==> config.mk <==
export PLATFORM = sky130hd
export DESIGN_NAME = wdog_keyed
export DESIGN_NICKNAME = d
export VERILOG_FILES = /design/src/rtl/wdog_pkg.sv /design/src/rtl/wdog_key_match.sv /design/src/rtl/wdog_tick_counter.sv /design/src/rtl/wdog_pulse_gen.sv /design/src/rtl/wdog_keyed.sv
export SDC_FILE = /design/constraint.sdc
export NUM_CORES = 1
export LEC_CHECK = 0
export BUFFER_PORTS_ARGS = -buffer_cell sky130_fd_sc_hd__buf_4
export CAP_MARGIN = 10
export CELL_PAD_IN_SITES_DETAIL_PLACEMENT = 2
export CELL_PAD_IN_SITES_GLOBAL_PLACEMENT = 2
export CORE_MARGIN = 2
export CORE_UTILIZATION = 37
export CTS_CLUSTER_SIZE = 20
export DETAILED_ROUTE_END_ITERATION = 7
export PLACE_DENSITY_LB_ADDON = 0.1
export SYNTH_ARGS = -nofsm -noshare
export SYNTH_HDL_FRONTEND = slang
export SYNTH_SLANG_ARGS = --single-unit
==> constraint.sdc <==
create_clock -name clk -period 3.6 [get_ports clk]
set_clock_uncertainty 0.2 [all_clocks]
set_input_delay 0.18 -clock clk [delete_from_list [all_inputs] [get_ports clk]]
set_output_delay 0.18 -clock clk [all_outputs]
set_load 0.01 [all_outputs]
==> src/rtl/wdog_pkg.sv <==
package wdog_pkg;

  typedef enum logic {
    KEY_WAIT_FIRST = 1'b0,
    KEY_WAIT_SECOND = 1'b1
  } key_state_e;

  // Clocks from a service edge to the overflow edge.
  function automatic int unsigned wdog_period(input int unsigned cnt_w,
                                              input int unsigned prescale);
    return prescale << cnt_w;
  endfunction

  // Next state of the key matcher after a write to the service address.
  function automatic key_state_e key_next(input key_state_e st,
                                          input logic is_first_key);
    return is_first_key ? KEY_WAIT_SECOND : KEY_WAIT_FIRST;
  endfunction

endpackage

==> src/rtl/wdog_key_match.sv <==
module wdog_key_match
  import wdog_pkg::*;
#(
  parameter int unsigned ADDR_W = 8,
  parameter int unsigned DATA_W = 8,
  parameter logic [ADDR_W-1:0] SVC_ADDR = 8'hA6,
  parameter logic [DATA_W-1:0] KEY_A = 8'h1E,
  parameter logic [DATA_W-1:0] KEY_B = 8'hE1
) (
  input  logic              clk,
  input  logic              rst_n,
  input  logic              wr_en,
  input  logic [ADDR_W-1:0] wr_addr,
  input  logic [DATA_W-1:0] wr_data,
  output logic              svc_hit
);

  key_state_e st_q;
  logic       svc_wr;

  assign svc_wr  = wr_en && (wr_addr == SVC_ADDR);
  assign svc_hit = svc_wr && (st_q == KEY_WAIT_SECOND) && (wr_data == KEY_B);

  always_ff @(posedge clk or negedge rst_n) begin
    if (!rst_n) begin
      st_q <= KEY_WAIT_FIRST;
    end else if (svc_wr) begin
      st_q <= key_next(st_q, wr_data == KEY_A);
    end
  end

endmodule

==> src/rtl/wdog_tick_counter.sv <==
module wdog_tick_counter #(
  parameter int unsigned CNT_W = 14,
  parameter int unsigned PRESCALE = 12
) (
  input  logic             clk,
  input  logic             rst_n,
  input  logic             clr,
  input  logic             run,
  output logic [CNT_W-1:0] cnt,
  output logic             tick,
  output logic             ovf
);

  localparam int unsigned PRE_W = (PRESCALE > 1) ? $clog2(PRESCALE) : 1;
  localparam logic [PRE_W-1:0] PRE_LAST = PRE_W'(PRESCALE - 1);
  localparam logic [CNT_W-1:0] CNT_MAX = '1;

  logic [PRE_W-1:0] pre_q;
  logic [CNT_W-1:0] cnt_q;

  assign tick = run && (pre_q == PRE_LAST);
  assign ovf  = tick && (cnt_q == CNT_MAX) && !clr;
  assign cnt  = cnt_q;

  always_ff @(posedge clk or negedge rst_n) begin
    if (!rst_n) begin
      pre_q <= '0;
      cnt_q <= '0;
    end else if (clr) begin
      pre_q <= '0;
      cnt_q <= '0;
    end else if (run) begin
      if (pre_q == PRE_LAST) begin
        pre_q <= '0;
        cnt_q <= cnt_q + 1'b1;
      end else begin
        pre_q <= pre_q + 1'b1;
      end
    end
  end

endmodule

==> src/rtl/wdog_pulse_gen.sv <==
module wdog_pulse_gen #(
  parameter int unsigned PULSE_LEN = 98
) (
  input  logic clk,
  input  logic rst_n,
  input  logic fire,
  output logic active
);

  localparam int unsigned LEN_W = $clog2(PULSE_LEN + 1);
  localparam logic [LEN_W-1:0] LEN_LOAD = LEN_W'(PULSE_LEN);

  logic [LEN_W-1:0] left_q;

  assign active = (left_q != '0);

  always_ff @(posedge clk or negedge rst_n) begin
    if (!rst_n) begin
      left_q <= '0;
    end else if (fire) begin
      left_q <= LEN_LOAD;
    end else if (left_q != '0) begin
      left_q <= left_q - 1'b1;
    end
  end

endmodule

==> src/rtl/wdog_keyed.sv <==
module wdog_keyed #(
  parameter int unsigned CNT_W = 14,
  parameter int unsigned PRESCALE = 12,
  parameter int unsigned PULSE_LEN = 98,
  parameter int unsigned ADDR_W = 8,
  parameter int unsigned DATA_W = 8,
  parameter logic [ADDR_W-1:0] SVC_ADDR = 8'hA6,
  parameter logic [DATA_W-1:0] KEY_A = 8'h1E,
  parameter logic [DATA_W-1:0] KEY_B = 8'hE1
) (
  input  logic              clk,
  input  logic              rst_n,
  input  logic              wr_en,
  input  logic [ADDR_W-1:0] wr_addr,
  input  logic [DATA_W-1:0] wr_data,
  input  logic              rstout_dis,
  input  logic              idle_halt,
  input  logic              idle,
  input  logic              pdown,
  input  logic              wake_irq_n,
  output logic              rst_req,
  output logic              rst_out
);

  logic             svc_hit;
  logic             armed_q;
  logic             wake_hold_q;
  logic             hold_wake;
  logic             hold_idle;
  logic             run;
  logic             tick;
  logic             ovf;
  logic [CNT_W-1:0] cnt_q;
  logic             req_q;

  wdog_key_match #(
    .ADDR_W(ADDR_W), .DATA_W(DATA_W), .SVC_ADDR(SVC_ADDR),
    .KEY_A(KEY_A), .KEY_B(KEY_B)
  ) u_key (
    .clk(clk), .rst_n(rst_n), .wr_en(wr_en), .wr_addr(wr_addr),
    .wr_data(wr_data), .svc_hit(svc_hit)
  );

  // Wake hold: armed by a low interrupt level during power-down,
  // released as soon as the line is seen high.
  always_ff @(posedge clk or negedge rst_n) begin
    if (!rst_n) begin
      wake_hold_q <= 1'b0;
    end else if (pdown && !wake_irq_n) begin
      wake_hold_q <= 1'b1;
    end else if (wake_irq_n) begin
      wake_hold_q <= 1'b0;
    end
  end

  assign hold_wake = wake_hold_q && !wake_irq_n;
  assign hold_idle = idle && idle_halt;
  assign run       = armed_q && !pdown && !hold_wake && !hold_idle;

  always_ff @(posedge clk or negedge rst_n) begin
    if (!rst_n) begin
      armed_q <= 1'b0;
    end else if (svc_hit) begin
      armed_q <= 1'b1;
    end else if (ovf) begin
      armed_q <= 1'b0;
    end
  end

  wdog_tick_counter #(.CNT_W(CNT_W), .PRESCALE(PRESCALE)) u_cnt (
    .clk(clk), .rst_n(rst_n), .clr(svc_hit), .run(run),
    .cnt(cnt_q), .tick(tick), .ovf(ovf)
  );

  always_ff @(posedge clk or negedge rst_n) begin
    if (!rst_n) begin
      req_q <= 1'b0;
    end else begin
      req_q <= ovf;
    end
  end

  assign rst_req = req_q;

  wdog_pulse_gen #(.PULSE_LEN(PULSE_LEN)) u_pulse (
    .clk(clk), .rst_n(rst_n), .fire(ovf && !rstout_dis), .active(rst_out)
  );

endmodule

==> Word level (Yosys, flattened, before mapping) <==
Index checks and enable logic that the tools add are counted.
{ "word_totals": {"register_bits": 29, "input_bits": 24} }
{ "classes": {"addsub": 3, "eq_ne": 5, "mux": 13, "reduce_logical": 26} }
{ "op_table": {"columns": ["op", "n"], "rows": [
  ["14-bit two-way mux", 3],
  ["8-bit == test (second input constant)", 2],
  ["14-bit by 1-bit adder with 14-bit output (second input constant)", 1],
  ["14-bit == test (second input constant)", 1],
  ["7-bit two-way mux", 2],
  ["1-bit logical AND", 13],
  ["4-bit two-way mux", 3],
  ["2-bit nonzero test", 5],
  ["8-bit by 5-bit == test with 1-bit output (second input constant)", 1],
  ["7-bit nonzero test", 1],
  ["7-bit by 1-bit subtractor with 7-bit output (second input constant)", 1],
  ["1-bit zero test", 6],
  ["1-bit two-way mux", 5],
  ["4-bit by 1-bit adder with 4-bit output (second input constant)", 1],
  ["4-bit == test (second input constant)", 1],
  ["2-bit AND reduction", 1]
]} }

==> Logic depth before layout (Yosys ltp) <==
{ "depth": {"word_depth": 10, "ltp_mapped": 7, "mapped_depth_nobuf": 6} }

==> Modules after synthesis <==
From an unflattened synthesis, not the netlist that was laid out.
{ "hier_totals": {"hier_cells": 162, "area_unflattened_um2": 1571.5} }
{ "modules_own_cells": {"columns": ["mod", "n_inst", "cells_per_inst", "area_per_inst_um2"], "rows": [
  ["wdog_tick_counter", 1, 99, 943.4],
  ["wdog_pulse_gen", 1, 39, 390.4],
  ["wdog_keyed", 1, 11, 122.6],
  ["wdog_key_match", 1, 13, 115.1]
]} }

==> Least setup slack after synthesis <==
Ideal clock, no wire load.
{ "synth_timing": {"path_kind": "register -> register", "from": "register u_cnt.pre_q[0]", "to": "register armed_q", "setup_time_ps": 118, "arrival_time_ps": 1613, "required_time_ps": 3282, "slack_ps": 1669, "path_stages_with_launch": 6, "period_less_slack_ps": 1931, "path_cell_list": "dfrtp_1 > ha_1 > and3b_2 > nand4_4 > or4_1 > a21o_1"} }
{ "synth_between": {"elab_chain_cells": 5} }
{ "synth_lines": {"columns": ["item", "line_no", "text"], "rows": [
  ["from (decl)", "wdog_tick_counter.sv:18", "logic [PRE_W-1:0] pre_q;"],
  ["from (signal assigned)", "wdog_tick_counter.sv:37", "pre_q <= pre_q + 1'b1;"],
  ["4-bit == test", "wdog_tick_counter.sv:21", "assign tick = run && (pre_q == PRE_LAST);"],
  ["1-bit logical AND", "wdog_tick_counter.sv:21", null],
  ["1-bit logical AND (2 in series)", "wdog_tick_counter.sv:22", "assign ovf = tick && (cnt_q == CNT_MAX) && !clr;"],
  ["2-bit nonzero test (no line)", null, null],
  ["to (signal assigned)", "wdog_keyed.sv:62", "armed_q <= 1'b0;"],
  ["to (signal assigned)", "wdog_keyed.sv:64", "armed_q <= 1'b1;"],
  ["to (signal assigned)", "wdog_keyed.sv:66", "armed_q <= 1'b0;"],
  ["to (decl)", "wdog_keyed.sv:26", "logic armed_q;"]
]} }
Every way passes these cells.
A chain may end at the register's enable or synchronous reset.

==> Worst setup path in the final report <==
Ends and elaborated chain as after synthesis.

==> results.md <==
* First-pass GRT wire length at 7.83 mm
* Hold_sp: wr_data[6]
* Clock Sinks at 29
* IO buf count at 25
* Finished Layout Cells at 247
* Tightest Pin Transition at around 0.76 ns
* Final worst path period share at approximately 66%
* Clock transition at the registers of the reported paths at 0.07 ns
* Seq/Total Area, Yosys at 44.7%
* Max cap viols at 0
* Worst hold slack at 0.115 ns
* Filler Cell Count at about 480
* Pleak at 0.876 nW
* Via Count at roughly 1,400
* Setup TNS at 0 ns
* Final #Nets at 221
* Grt ovf at 0
* CP startpoint kind: register
* RR Startpoint: u_cnt.pre_q[0]
* Unrepaired setup endpoints after global routing: no
* Number of synthesized flops with an enable pin at 0
* CTS tree: yes
* Critical path type: register to register
* Drt pass-1 iters at 4
* Post-route DRC at 0
* Ant. Diodes at 0
* Setup-failing EPs final at 0
* Top delay family on crit path: simple AND/OR/NAND/NOR gates
* Cell area after layout at 1990 um2
* WL per Instance at roughly 17 um
* Initial antenna violation count at 0
* Die height at 70.2 um
* Required time worst endpoint at 3.58 ns
* Syn Inst Count at 164
* Final Util at 46.4%
* Largest net degree at the start of global routing at 30
* Dpl ws at roughly 1.2 ns
* Slowest-stage cell, CP: or4_1
* Total track usage at 19.9%
* Total I/O pin count at 26
* Critical Path Start: u_cnt.pre_q[0]
* Slew margin rel. at 49.5%
* Cell Area, Synth at roughly 1600 um2
* CTS buffer count at 5
* Post-synthesis cell type count at 42
* Fin. max-slew vios at 0
* Cell area after placement at 1850 um2
* Mapped Avg Cell Area at approximately 10 um2
* Routed Antenna Nets at 0
* Synth Warn # at 0
* PD cells at 359 nW/um2
* Total power at 0.716 mW
* Placed Cells at 236
* DRT iter0 DRCs at 28
* FP Rows at 24
* Via-to-Cell Ratio at around 5.7
* Worst setup EP type: register
* Die area at 4930 um2
* Fin crit period at between 2 and 2.5 ns
* Status: complete, no violations
* WL final at about 4.3 mm
* Synth Flop Type: dfrtp_1
* Synth Register Bits at 29
* Buf+Inv Stages, Crit Path at 0
* Number of global-route vias before repair at 1,630
* H-Tree Depth at 2
* # resized after CTS at 0
* Maximum VDD drop at 0.202 mV
* Initial Utilization at 37.8%
* Clk buf depth at 2
* Root buf cell: clkbuf_8
* CP Max Fanout at 26
* Synth async-reset ratio at 100%
* Final Hold Viols at 0
* GPL Wtd Cong at 0.810
* Hold Path Class: input pin to register
* Arrival time worst endpoint at about 2.4 ns
* CP cell instances: ha_1, and3b_2, nand4_4, or4_1, a21o_1
* Layout cell share with drive strength beyond 1 at 21.5%
* Final worst slack at 1.23 ns
* Post-Syn Nets at 191
* Post CTS Setup Buffer Count at 0
* Fmax at 0.422 GHz
* Chip Width at 70.2 um
* Slowest cell delay on critical path at 0.66 ns
* Area delta synth->final at 22.9%
* Core ar. at 4290 um2
* DPL Wire Length at 3.09 mm
* Worst skew pair latency at 0.28 ns
* R2R Setup Slk at 1.23 ns
## area by class of cell
| class | count | area [um2] | area share [%] |
|---|---|---|---|
| Sequential cell | 29 | 726 | 36.4 |
| Clock inverter | 1 | 30.0 | 1.51 |
| Clock buffer | 7 | 86.3 | 4.33 |
| Timing Repair Buffer | 28 | 218 | 10.9 |
| Tap cell | 52 | 65.1 | 3.26 |
| Inverter | 2 | 7.51 | 0.376 |
| Multi-Input combinational cell | 128 | 862 | 43.2 |
## cells by family after synthesis
family	count (synthesis)	share of synthesized area [%]
buf+inv	7	2.16
xor+xnor	3	1.62
simple gates	84	32.1
mux	7	4.39
flops	29	44.7
fa+ha+maj	3	2.31
compound gates	31	12.7
## tightest hold or removal path: cells and delay by family
kind / cells / cell delay [ns]
multiplexers: 1 / 0.25
buffers and inverters: 1 / 0.08
AND/OR/NAND/NOR: 1 / 0.04
## metal layers
layer,global-route usage (%),routed length (um),vias to the layer above
li1,-,-,672
met1,23.1,1830,696
met2,35.8,2260,29
met3,4.18,150,8
met4,7.05,72,0
met5,0,0,-
## state kept, by name (all words and copies together), names as in the netlist
name            cells
u_cnt.pre_q         4
wake_hold_q         1
u_pulse.left_q      7
u_cnt.cnt          14
rst_req             1
u_key.st_q          1
armed_q             1
## timing repair
item	in CTS	in global routing
hold buffers	3	0
endpoints found under the hold margin	30	0
setup endpoints to repair	0	0
## synth_stat cells, drive strengths merged (2+ instances only)
cell type | number | share of area (%)
a21o | 2 | 1.0
a21oi | 16 | 4.9
and2 | 2 | 0.77
and4 | 3 | 1.8
buf | 2 | 1.0
clkbuf | 3 | 0.69
dfrtp | 29 | 45
ha | 3 | 2.3
inv | 2 | 0.46
mux2i | 6 | 3.7
nand2 | 11 | 2.5
nand2b | 7 | 2.7
nand3 | 6 | 1.9
nand4 | 6 | 3.2
nor2 | 15 | 3.5
nor2b | 4 | 1.5
nor3b | 2 | 0.92
nor4bb | 2 | 1.2
o21ai | 3 | 0.92
o31ai | 9 | 4.2
or2 | 2 | 0.77
or3 | 5 | 1.9
or4 | 11 | 5.4
xor2 | 2 | 1.1
## where the power goes
part / switching (mW) / internal (mW) / total, mW
combinational: 0.0144 / 0.0210 / 0.0354
sequential: 0.000465 / 0.327 / 0.327
clock: 0.128 / 0.225 / 0.353
total: 0.143 / 0.573 / 0.716
## placed cells by master, fill, tap and decap left out, types with 3 or more instances in the layout
| master | Yosys | layout |
|---|---|---|
| ha_1 | 3 | 3 |
| mux2i_1 | 6 | 6 |
| a21oi_1 | 16 | 16 |
| nor2b_1 | 4 | 4 |
| o21ai_0 | 3 | 3 |
| nand2_1 | 11 | 11 |
| nand3_1 | 6 | 6 |
| nand4_1 | 5 | 5 |
| or4_1 | 9 | 9 |
| clkbuf_8 | 0 | 6 |
| dlygate4sd3_1 | 0 | 3 |
| nor2_1 | 15 | 15 |
| o31ai_1 | 9 | 9 |
| nand2b_1 | 7 | 7 |
| or3_1 | 5 | 5 |
| dfrtp_1 | 29 | 29 |
| buf_4 | 0 | 25 |
## final timing paths
| path | cells after the start | end |
|---|---|---|
| setup / recovery | 5 | armed_q |
| hold / removal | 3 | u_key.st_q |
| setup reg to reg | 5 | armed_q |
| hold reg to reg | 1 | u_key.st_q |
| max in group asynchronous | 2 | rst_req |
| min in group asynchronous | 2 | u_pulse.left_q[3] |
Note: power is estimated with default switching activity, not from simulation.
